--- config.mk ---
export PLATFORM = sky130hd
export DESIGN_NAME = dram_cmd_decode
export DESIGN_NICKNAME = d
export VERILOG_FILES = /design/src/rtl/dcd_pkg.sv /design/src/rtl/dcd_rank_sel.sv /design/src/rtl/dcd_classify.sv /design/src/rtl/dcd_fields.sv /design/src/rtl/dram_cmd_decode.sv
export SDC_FILE = /design/constraint.sdc
export NUM_CORES = 1
export LEC_CHECK = 0
export CELL_PAD_IN_SITES_DETAIL_PLACEMENT = 0
export CELL_PAD_IN_SITES_GLOBAL_PLACEMENT = 1
export CORE_UTILIZATION = 29
export DETAILED_ROUTE_END_ITERATION = 10
export GPL_ROUTABILITY_DRIVEN = 1
export PLACE_DENSITY_LB_ADDON = 0.1
export SYNTH_ARGS = -nofsm -noshare
export SYNTH_HDL_FRONTEND = slang
export SYNTH_SLANG_ARGS = --single-unit
--- constraint.sdc ---
create_clock -name clk -period 1.5 [get_ports clk]
set_input_delay 0.15 -clock clk [delete_from_list [all_inputs] [get_ports clk]]
set_output_delay 0.15 -clock clk [all_outputs]
set_load 0.02 [all_outputs]
--- src/rtl/dcd_pkg.sv ---
`timescale 1ns/1ps
package dcd_pkg;
  localparam int CMD_N    = 9;
  localparam int C_ACT    = 0;
  localparam int C_RD     = 1;
  localparam int C_WR     = 2;
  localparam int C_PRE    = 3;
  localparam int C_PREA   = 4;
  localparam int C_REF    = 5;
  localparam int C_MRS    = 6;
  localparam int C_NOP    = 7;
  localparam int C_DES    = 8;
  typedef logic [CMD_N-1:0] cmd_vec_t;

  // {row-strobe, column-strobe, write-enable} with activate strobe high
  localparam logic [2:0] P_PRE = 3'b011;
  localparam logic [2:0] P_REF = 3'b001;
  localparam logic [2:0] P_MRS = 3'b000;
  localparam logic [2:0] P_RD  = 3'b101;
  localparam logic [2:0] P_WR  = 3'b100;
  localparam logic [2:0] P_NOP = 3'b111;
endpackage

--- src/rtl/dcd_rank_sel.sv ---
`timescale 1ns/1ps
module dcd_rank_sel (
  input  logic sel0_n,
  input  logic sel1_n,
  output logic one_sel,
  output logic none_sel,
  output logic both_sel,
  output logic rank
);
  always_comb begin
    none_sel = sel0_n & sel1_n;
    both_sel = ~sel0_n & ~sel1_n;
    one_sel  = sel0_n ^ sel1_n;
    // rank 1 only when select 1 is the single active one
    rank     = one_sel & sel0_n;
  end
endmodule

--- src/rtl/dcd_classify.sv ---
`timescale 1ns/1ps
module dcd_classify
  import dcd_pkg::*;
(
  input  logic     one_sel,
  input  logic     none_sel,
  input  logic     act_n,
  input  logic     p16_n,
  input  logic     p15_n,
  input  logic     p14_n,
  input  logic     a10,
  output cmd_vec_t cmd,
  output logic     rsvd
);
  logic [2:0] pat;
  assign pat = {p16_n, p15_n, p14_n};

  always_comb begin
    cmd  = '0;
    rsvd = 1'b0;
    if (none_sel) begin
      cmd[C_DES] = 1'b1;
    end else if (one_sel) begin
      if (!act_n) begin
        cmd[C_ACT] = 1'b1;
      end else begin
        case (pat)
          P_PRE: begin
            if (a10) cmd[C_PREA] = 1'b1;
            else     cmd[C_PRE]  = 1'b1;
          end
          P_REF:   cmd[C_REF] = 1'b1;
          P_MRS:   cmd[C_MRS] = 1'b1;
          P_RD:    cmd[C_RD]  = 1'b1;
          P_WR:    cmd[C_WR]  = 1'b1;
          P_NOP:   cmd[C_NOP] = 1'b1;
          default: rsvd = 1'b1;
        endcase
      end
    end
  end
endmodule

--- src/rtl/dcd_fields.sv ---
`timescale 1ns/1ps
module dcd_fields #(
  parameter int ADDR_LO_W = 14,
  parameter int ROW_W     = 17,
  parameter int COL_W     = 10,
  parameter int BG_W      = 2,
  parameter int BA_W      = 2,
  localparam int MRS_W    = BG_W + BA_W,
  localparam int OP_W     = ADDR_LO_W + 4
) (
  input  logic                 is_act,
  input  logic                 is_rdwr,
  input  logic                 is_pre1,
  input  logic                 is_mrs,
  input  logic                 p16_n,
  input  logic                 p15_n,
  input  logic                 p14_n,
  input  logic [ADDR_LO_W-1:0] addr_lo,
  input  logic                 addr_hi,
  input  logic [BG_W-1:0]      bg,
  input  logic [BA_W-1:0]      ba,
  output logic [BG_W-1:0]      bg_f,
  output logic [BA_W-1:0]      ba_f,
  output logic [ROW_W-1:0]     row_f,
  output logic [COL_W-1:0]     col_f,
  output logic                 ap_f,
  output logic                 chop_f,
  output logic [MRS_W-1:0]     mrs_f,
  output logic [OP_W-1:0]      op_f
);
  logic [ROW_W-1:0] row_raw;
  logic             use_bank;

  generate
    if (ROW_W == ADDR_LO_W + 3) begin : g_row_wide
      assign row_raw = {p16_n, p15_n, p14_n, addr_lo};
    end else begin : g_row_narrow
      assign row_raw = {p15_n, p14_n, addr_lo};
    end
  endgenerate

  assign use_bank = is_act | is_rdwr | is_pre1;

  always_comb begin
    bg_f   = use_bank ? bg : '0;
    ba_f   = use_bank ? ba : '0;
    row_f  = is_act   ? row_raw : '0;
    col_f  = is_rdwr  ? addr_lo[COL_W-1:0] : '0;
    ap_f   = is_rdwr & addr_lo[10];
    chop_f = is_rdwr & ~addr_lo[12];
    mrs_f  = is_mrs   ? {bg, ba} : '0;
    // pins 16..14 are command pins during this command and read as zero
    op_f   = is_mrs   ? {addr_hi, 3'b000, addr_lo} : '0;
  end
endmodule

--- src/rtl/dram_cmd_decode.sv ---
`timescale 1ns/1ps
module dram_cmd_decode
  import dcd_pkg::*;
#(
  parameter int ADDR_LO_W = 14,
  parameter int ROW_W     = 17,
  parameter int COL_W     = 10,
  parameter int BG_W      = 2,
  parameter int BA_W      = 2,
  localparam int MRS_W    = BG_W + BA_W,
  localparam int OP_W     = ADDR_LO_W + 4
) (
  input  logic                 clk,
  input  logic                 rst,
  input  logic                 rank0_sel_n,
  input  logic                 rank1_sel_n,
  input  logic                 act_strobe_n,
  input  logic                 pin16_n,
  input  logic                 pin15_n,
  input  logic                 pin14_n,
  input  logic [ADDR_LO_W-1:0] addr_lo,
  input  logic                 addr_hi,
  input  logic [BG_W-1:0]      bgrp_in,
  input  logic [BA_W-1:0]      bank_in,
  output logic [CMD_N-1:0]     cmd_o,
  output logic                 rsvd_o,
  output logic                 cs_err_o,
  output logic                 rank_o,
  output logic [BG_W-1:0]      bgrp_o,
  output logic [BA_W-1:0]      bank_o,
  output logic [ROW_W-1:0]     row_o,
  output logic [COL_W-1:0]     col_o,
  output logic                 ap_o,
  output logic                 chop_o,
  output logic [MRS_W-1:0]     mr_sel_o,
  output logic [OP_W-1:0]      mr_op_o
);
  logic             one_sel, none_sel, both_sel, rank_c, rsvd_c;
  cmd_vec_t         cmd_c;
  logic [BG_W-1:0]  bg_c;
  logic [BA_W-1:0]  ba_c;
  logic [ROW_W-1:0] row_c;
  logic [COL_W-1:0] col_c;
  logic             ap_c, chop_c;
  logic [MRS_W-1:0] mrs_c;
  logic [OP_W-1:0]  op_c;

  dcd_rank_sel u_rank (
    .sel0_n   (rank0_sel_n),
    .sel1_n   (rank1_sel_n),
    .one_sel  (one_sel),
    .none_sel (none_sel),
    .both_sel (both_sel),
    .rank     (rank_c)
  );

  dcd_classify u_cls (
    .one_sel  (one_sel),
    .none_sel (none_sel),
    .act_n    (act_strobe_n),
    .p16_n    (pin16_n),
    .p15_n    (pin15_n),
    .p14_n    (pin14_n),
    .a10      (addr_lo[10]),
    .cmd      (cmd_c),
    .rsvd     (rsvd_c)
  );

  dcd_fields #(
    .ADDR_LO_W (ADDR_LO_W),
    .ROW_W     (ROW_W),
    .COL_W     (COL_W),
    .BG_W      (BG_W),
    .BA_W      (BA_W)
  ) u_fld (
    .is_act  (cmd_c[C_ACT]),
    .is_rdwr (cmd_c[C_RD] | cmd_c[C_WR]),
    .is_pre1 (cmd_c[C_PRE]),
    .is_mrs  (cmd_c[C_MRS]),
    .p16_n   (pin16_n),
    .p15_n   (pin15_n),
    .p14_n   (pin14_n),
    .addr_lo (addr_lo),
    .addr_hi (addr_hi),
    .bg      (bgrp_in),
    .ba      (bank_in),
    .bg_f    (bg_c),
    .ba_f    (ba_c),
    .row_f   (row_c),
    .col_f   (col_c),
    .ap_f    (ap_c),
    .chop_f  (chop_c),
    .mrs_f   (mrs_c),
    .op_f    (op_c)
  );

  always_ff @(posedge clk) begin
    if (rst) begin
      cmd_o    <= '0;
      rsvd_o   <= 1'b0;
      cs_err_o <= 1'b0;
      rank_o   <= 1'b0;
      bgrp_o   <= '0;
      bank_o   <= '0;
      row_o    <= '0;
      col_o    <= '0;
      ap_o     <= 1'b0;
      chop_o   <= 1'b0;
      mr_sel_o <= '0;
      mr_op_o  <= '0;
    end else begin
      cmd_o    <= cmd_c;
      rsvd_o   <= rsvd_c;
      cs_err_o <= both_sel;
      rank_o   <= rank_c;
      bgrp_o   <= bg_c;
      bank_o   <= ba_c;
      row_o    <= row_c;
      col_o    <= col_c;
      ap_o     <= ap_c;
      chop_o   <= chop_c;
      mr_sel_o <= mrs_c;
      mr_op_o  <= op_c;
    end
  end
endmodule

After elaboration in Yosys (flattened, before gate mapping)
Index checks and enable logic that the tools add are counted.
W data, S select, Z words.
{ "op_classes": {"eq_ne": 5, "muxes": 14, "bitwise": 19, "reduce_logical": 8} }
{ "op_table": {"columns": ["op", "n"], "rows": [
  ["$mux W7", 2],
  ["$mux W1", 10],
  ["$not A1 Y1", 10],
  ["$eq A3 B3 Y1 const B", 3],
  ["$reduce_or A2 Y1", 4],
  ["$mux W6", 1],
  ["$reduce_or A6 Y1", 1],
  ["$and A1 B1 Y1", 5],
  ["$reduce_or A5 Y1", 1],
  ["$reduce_or A4 Y1", 1],
  ["$eq A3 B1 Y1 const B", 1],
  ["$eq A3 B2 Y1 const B", 1],
  ["$logic_not A3 Y1", 1],
  ["$or A1 B1 Y1", 3],
  ["$mux W2", 1],
  ["$xor A1 B1 Y1", 1]
]} }
{ "totals": {"register_bits": 67, "inputBits": 27, "out_inout_bits": 67, "elab_cells": 61} }

Logic depth before layout (Yosys ltp)
{ "logic_depth": {"ltp_word": 10, "depth_mapped": 6, "depth_no_buf": 5} }

Hierarchy
From an unflattened synthesis, not the netlist that was laid out.
{ "unflattened": {"hier_cells": 223, "hier_area_um2": 2393.5} }
{ "modules_own_cells": {"columns": ["module", "instances", "cells_each", "area_per_inst_um2", "seq_area_each_um2"], "rows": [
  ["dram_cmd_decode", 1, 142, 1823.0, 1341.3],
  ["dcd_fields", 1, 60, 406.6, 0.0],
  ["dcd_classify", 1, 16, 118.9, 0.0],
  ["dcd_rank_sel", 1, 5, 45.0, 0.0]
]} }

Least setup slack after synthesis
OpenSTA, ideal clock, no wires.
{ "synth_timing": {"path_type": "in2reg", "start": "in rank1_sel_n", "end": "reg ap_o", "setup_ns": 0.059, "t_arrival_ns": 1.159, "required_ns": 1.441, "setup_slack_ns": 0.283, "cell_stages": 6, "path_buffers": 1, "cell_sequence": "inv_1 -> ha_1 -> nand4bb_2 -> nor3b_4 -> buf_6 -> and2_1"} }
{ "synth_via": {"elab_chain_cells": 5, "elab_cells_between_ends": 6, "cone_classes": "2 x mux; 4 x bitwise"} }
{ "synth_lines": {"columns": ["element", "line", "text"], "rows": [
  ["start, declared", "dram_cmd_decode.sv:16", "input logic rank1_sel_n,"],
  ["$xor A1 B1 Y1", "dcd_rank_sel.sv:13", "one_sel = sel0_n ^ sel1_n;"],
  ["$mux W7", "dcd_classify.sv:23", "end else if (one_sel) begin"],
  ["$mux W7 (*)", "dcd_classify.sv:21", "if (none_sel) begin"],
  ["$or A1 B1 Y1 (*)", "dram_cmd_decode.sv:77", ".is_rdwr (cmd_c[C_RD] | cmd_c[C_WR]),"],
  ["$and A1 B1 Y1 (*)", "dcd_fields.sv:49", "ap_f = is_rdwr & addr_lo[10];"],
  ["end signal, assigned", "dram_cmd_decode.sv:120", "ap_o <= ap_c;"],
  ["end, declared", "dram_cmd_decode.sv:33", "output logic ap_o,"]
]} }
Every way passes the cells marked *; elsewhere a longest branch is shown, timed or not.
A chain may end at the register's enable or synchronous reset.

Worst setup path in the final report
{ "layout_timing": {"start": "reg cmd_o[2]", "end": "out cmd_o[2]"} }
{ "layout_rtl": {"columns": ["element", "line", "text"], "rows": [
  ["start, declared", "dram_cmd_decode.sv:25", "output logic [CMD_N-1:0] cmd_o,"],
  ["start signal, assigned", "dram_cmd_decode.sv:112", "cmd_o <= cmd_c;"]
]} }
No word-level cell between the ends.

==> run summary <==
Entering global routing, the biggest net connects 15 pins. The filler cells instantiated in the layout total 611. After detailed placement, the total cell area comes to 2960 sq um. The port buffer count works out to 90. The detailed-route vias per instance works out to 3.93. The cell class contributing the biggest share of worst-path delay is buffers and inverters. Across the whole layout, storage elements account for 1280 sq um.

Detailed routing inserted a total of 1360 vias. The utilization of the core after routing was 51.3%; the max-slew violation total from the final report was 0. The worst-path maximum fanout was 1. The highest achievable clock rate was 703 MHz; the DRC violation count after routing was 2.

The starting density of the core was 29.8%; the number of global-route vias before repair was 1256. The run gives 1880 sq um as the summed instance area of the synthesized netlist. After synthesis, the cell types taking the most area are dfxtp_1, and2_1, ha_1, a21boi_0, buf_4. The number of antenna violations at the first check in global routing is 0. The worst path needs 1.42 ns of the cycle, external delays included. The clock slew at the register clock pins of the worst setup and hold paths is 0.07 ns. The first global-routing pass estimated 6020 um of wire. The share of the synthesized area in the top cell type was 68.0%; the count of buffering cells on the critical path with inverters included was 1.

After detailed routing, the average wire length per cell comes to 12.0 um. Buffers inserted during clock tree synthesis total 9. The longest clock path from root to sink contains 2 buffers. The leakage power figure came out at 1.32 nW. The tools report the hold path startpoint as rank0_sel_n. The flow ran to the end, but the final reports show violations.

The cell chosen for the clock root is clkbuf_8. Of all flip-flops after synthesis, the portion carrying an async set or reset was 0%. The detail route stage leaves a number of antenna-violating nets equal to 0. The tree built by TritonCTS fans out to 64 sinks. The leftover overflow at the end of global routing was 0. Among all flip-flop cells after synthesis, the most frequent one is dfxtp_1.

The worst setup path is launched from a register. The worst setup path startpoint is cmd_o[2]. TritonCTS built the clock tree. The commonest cells after synthesis are dfxtp_1, and2_1, a21boi_0, buf_4. Final clock period utilization by the worst path: 94.8%. The hold buffer count at CTS was 0. The cell accounting for the most synthesized area was dfxtp_1. In this run the power density over the cells is 1080 nW/um^2. The aggregate negative setup slack is 0 ns. Wires add up to 4160 um. The detailed placer's ending HPWL came out at 2940 um. On the critical path, the stage with the largest delay is an instance of clkdlybuf4s50_1.

Pin placement for this block handled 94 I/O pins. The global-route usage over all layers was 12.9%; the area growth from synthesis to layout was 71.9%. The tightest min-delay check is of the in2reg type.

For the worst setup path, the data required time is 1.35 ns. Yosys printed 0 warnings. The placeable core region was 6310 sq um; the share of post-route cells with drive strength above 1 was 15.2%. After synthesis, flip-flops and latches occupy 68.0% of the total area.

The number of nets in the finished design was 294. The area of combinational cells with multiple inputs was 581 sq um. Among all cell types in the netlist, the one instantiated most often is dfxtp_1.

The antenna cell count is 0, and the total power is 0.00351 W. The run gives 6 as the number of search-and-repair iterations in the first detailed-routing pass. On the worst path, the slowest cell contributes a delay of 0.62 ns. Summing all non-filler instances in the final layout gives an area of 3240 sq um. The tool flagged a number of max-cap violations equal to 0.

Measured along the y axis, the die boundary spans 82.6 um. The flip-flop and latch count after synthesis came out at 64. From left edge to right edge, the die measures 82.6 um. The tools report the hold violation count in the final report as 0. The worst setup path is of the reg2out kind. For the post-route worst hold slack, the log shows 0.283 ns. Setup repair after global routing left no endpoint under its margin.

The tools report the distinct cell type count of the synthesized netlist as 24. The cell count after synthesis came out at 150. Mean post-synth cell area: 12.6 sq um. In this run the number of H-tree levels came out at 3.

The final estimated routing congestion in global placement was 0.654; the detailed router's first-iteration violation count was 22. STA puts the critical path data arrival time at 1.27 ns. The final reports fail on DRC. The total setup violations reported at the end of the flow was 0; the row count was 29.

The die covers 6820 sq um. STA classifies the critical path endpoint as an output port. The worst supply voltage drop on vdd is 497 uV. Traced cell by cell, the critical path runs through clkdlybuf4s50_1. The number of synthesized flops with an enable pin works out to 0.
==> timing repair <==
| item | 4_1_cts | 5_1_grt |
|---|---|---|
| gates resized for setup | 0 | 11 |
| endpoints found under the setup margin | 0 | 37 |
| setup buffers | 0 | 2 |
==> stage by stage <==
stage          instances  setup slack, ns
6_report             346           0.0775
4_1_cts              342           0.0189
2_1_floorplan        152            0.283
3_3_place_gp         326           -0.323
3_5_place_dp         326           -0.347
5_1_grt              346           0.0182
==> cell families after synthesis <==
family	share of synthesized area, %
simple gates	24.4
flops	68.0
buf+inv	3.32
compound gates	2.06
fa+ha+maj	1.99
other cells	0.199
==> area by class of cell <==
type                       count  area share (%)
clock buffer                  10            4.25
clock inverter                 6            2.09
inverter                       3           0.348
multi-input combinational     78            17.9
sequential                    64            39.6
tap                           77            2.97
timing repair buffer         108            32.9
==> flip-flops by register name (all words and copies together) (netlist names) <==
signal / cells
ap_o: 1
cs_err_o: 1
bank_o: 2
mr_sel_o: 4
row_o: 17
rsvd_o: 1
mr_op_o: 15
chop_o: 1
rank_o: 1
cmd_o: 9
bgrp_o: 2
col_o: 10
==> worst paths after layout <==
| kind | endpoint | slack, ns | depth (start not counted) |
|---|---|---|---|
| max | cmd_o[2] | 0.08 | 1 |
| min | cs_err_o | 0.28 | 4 |
==> placed cells by master (no fill, tap or decap), types with 2 or more instances in the layout <==
master,n
inv_2,2
nand2b_1,2
dlymetal6s2s_1,2
conb_1,3
and4b_1,2
clkbuf_8,10
nor2b_1,3
ha_1,2
clkdlybuf4s50_1,88
a21boi_0,4
and2b_1,2
and2_1,48
buf_6,3
nor2_1,2
buf_4,14
clkinvlp_4,2
dfxtp_1,64
==> routing by layer <==
metal	GRT usage [%]	share of wire [%]
met3	6.48	9.6
met5	0	0
met1	14.1	43
met2	18.9	46
met4	9.83	1.8
==> where the power goes <==
group	total [W]	internal [W]	switching, W
Clock	0.00149	0.000817	0.000676
Combinational	0.000280	0.000160	0.000120
Sequential	0.00173	0.00173	0.00000736
Total	0.00351	0.00270	0.000803
(Power assumes the default switching activity.)
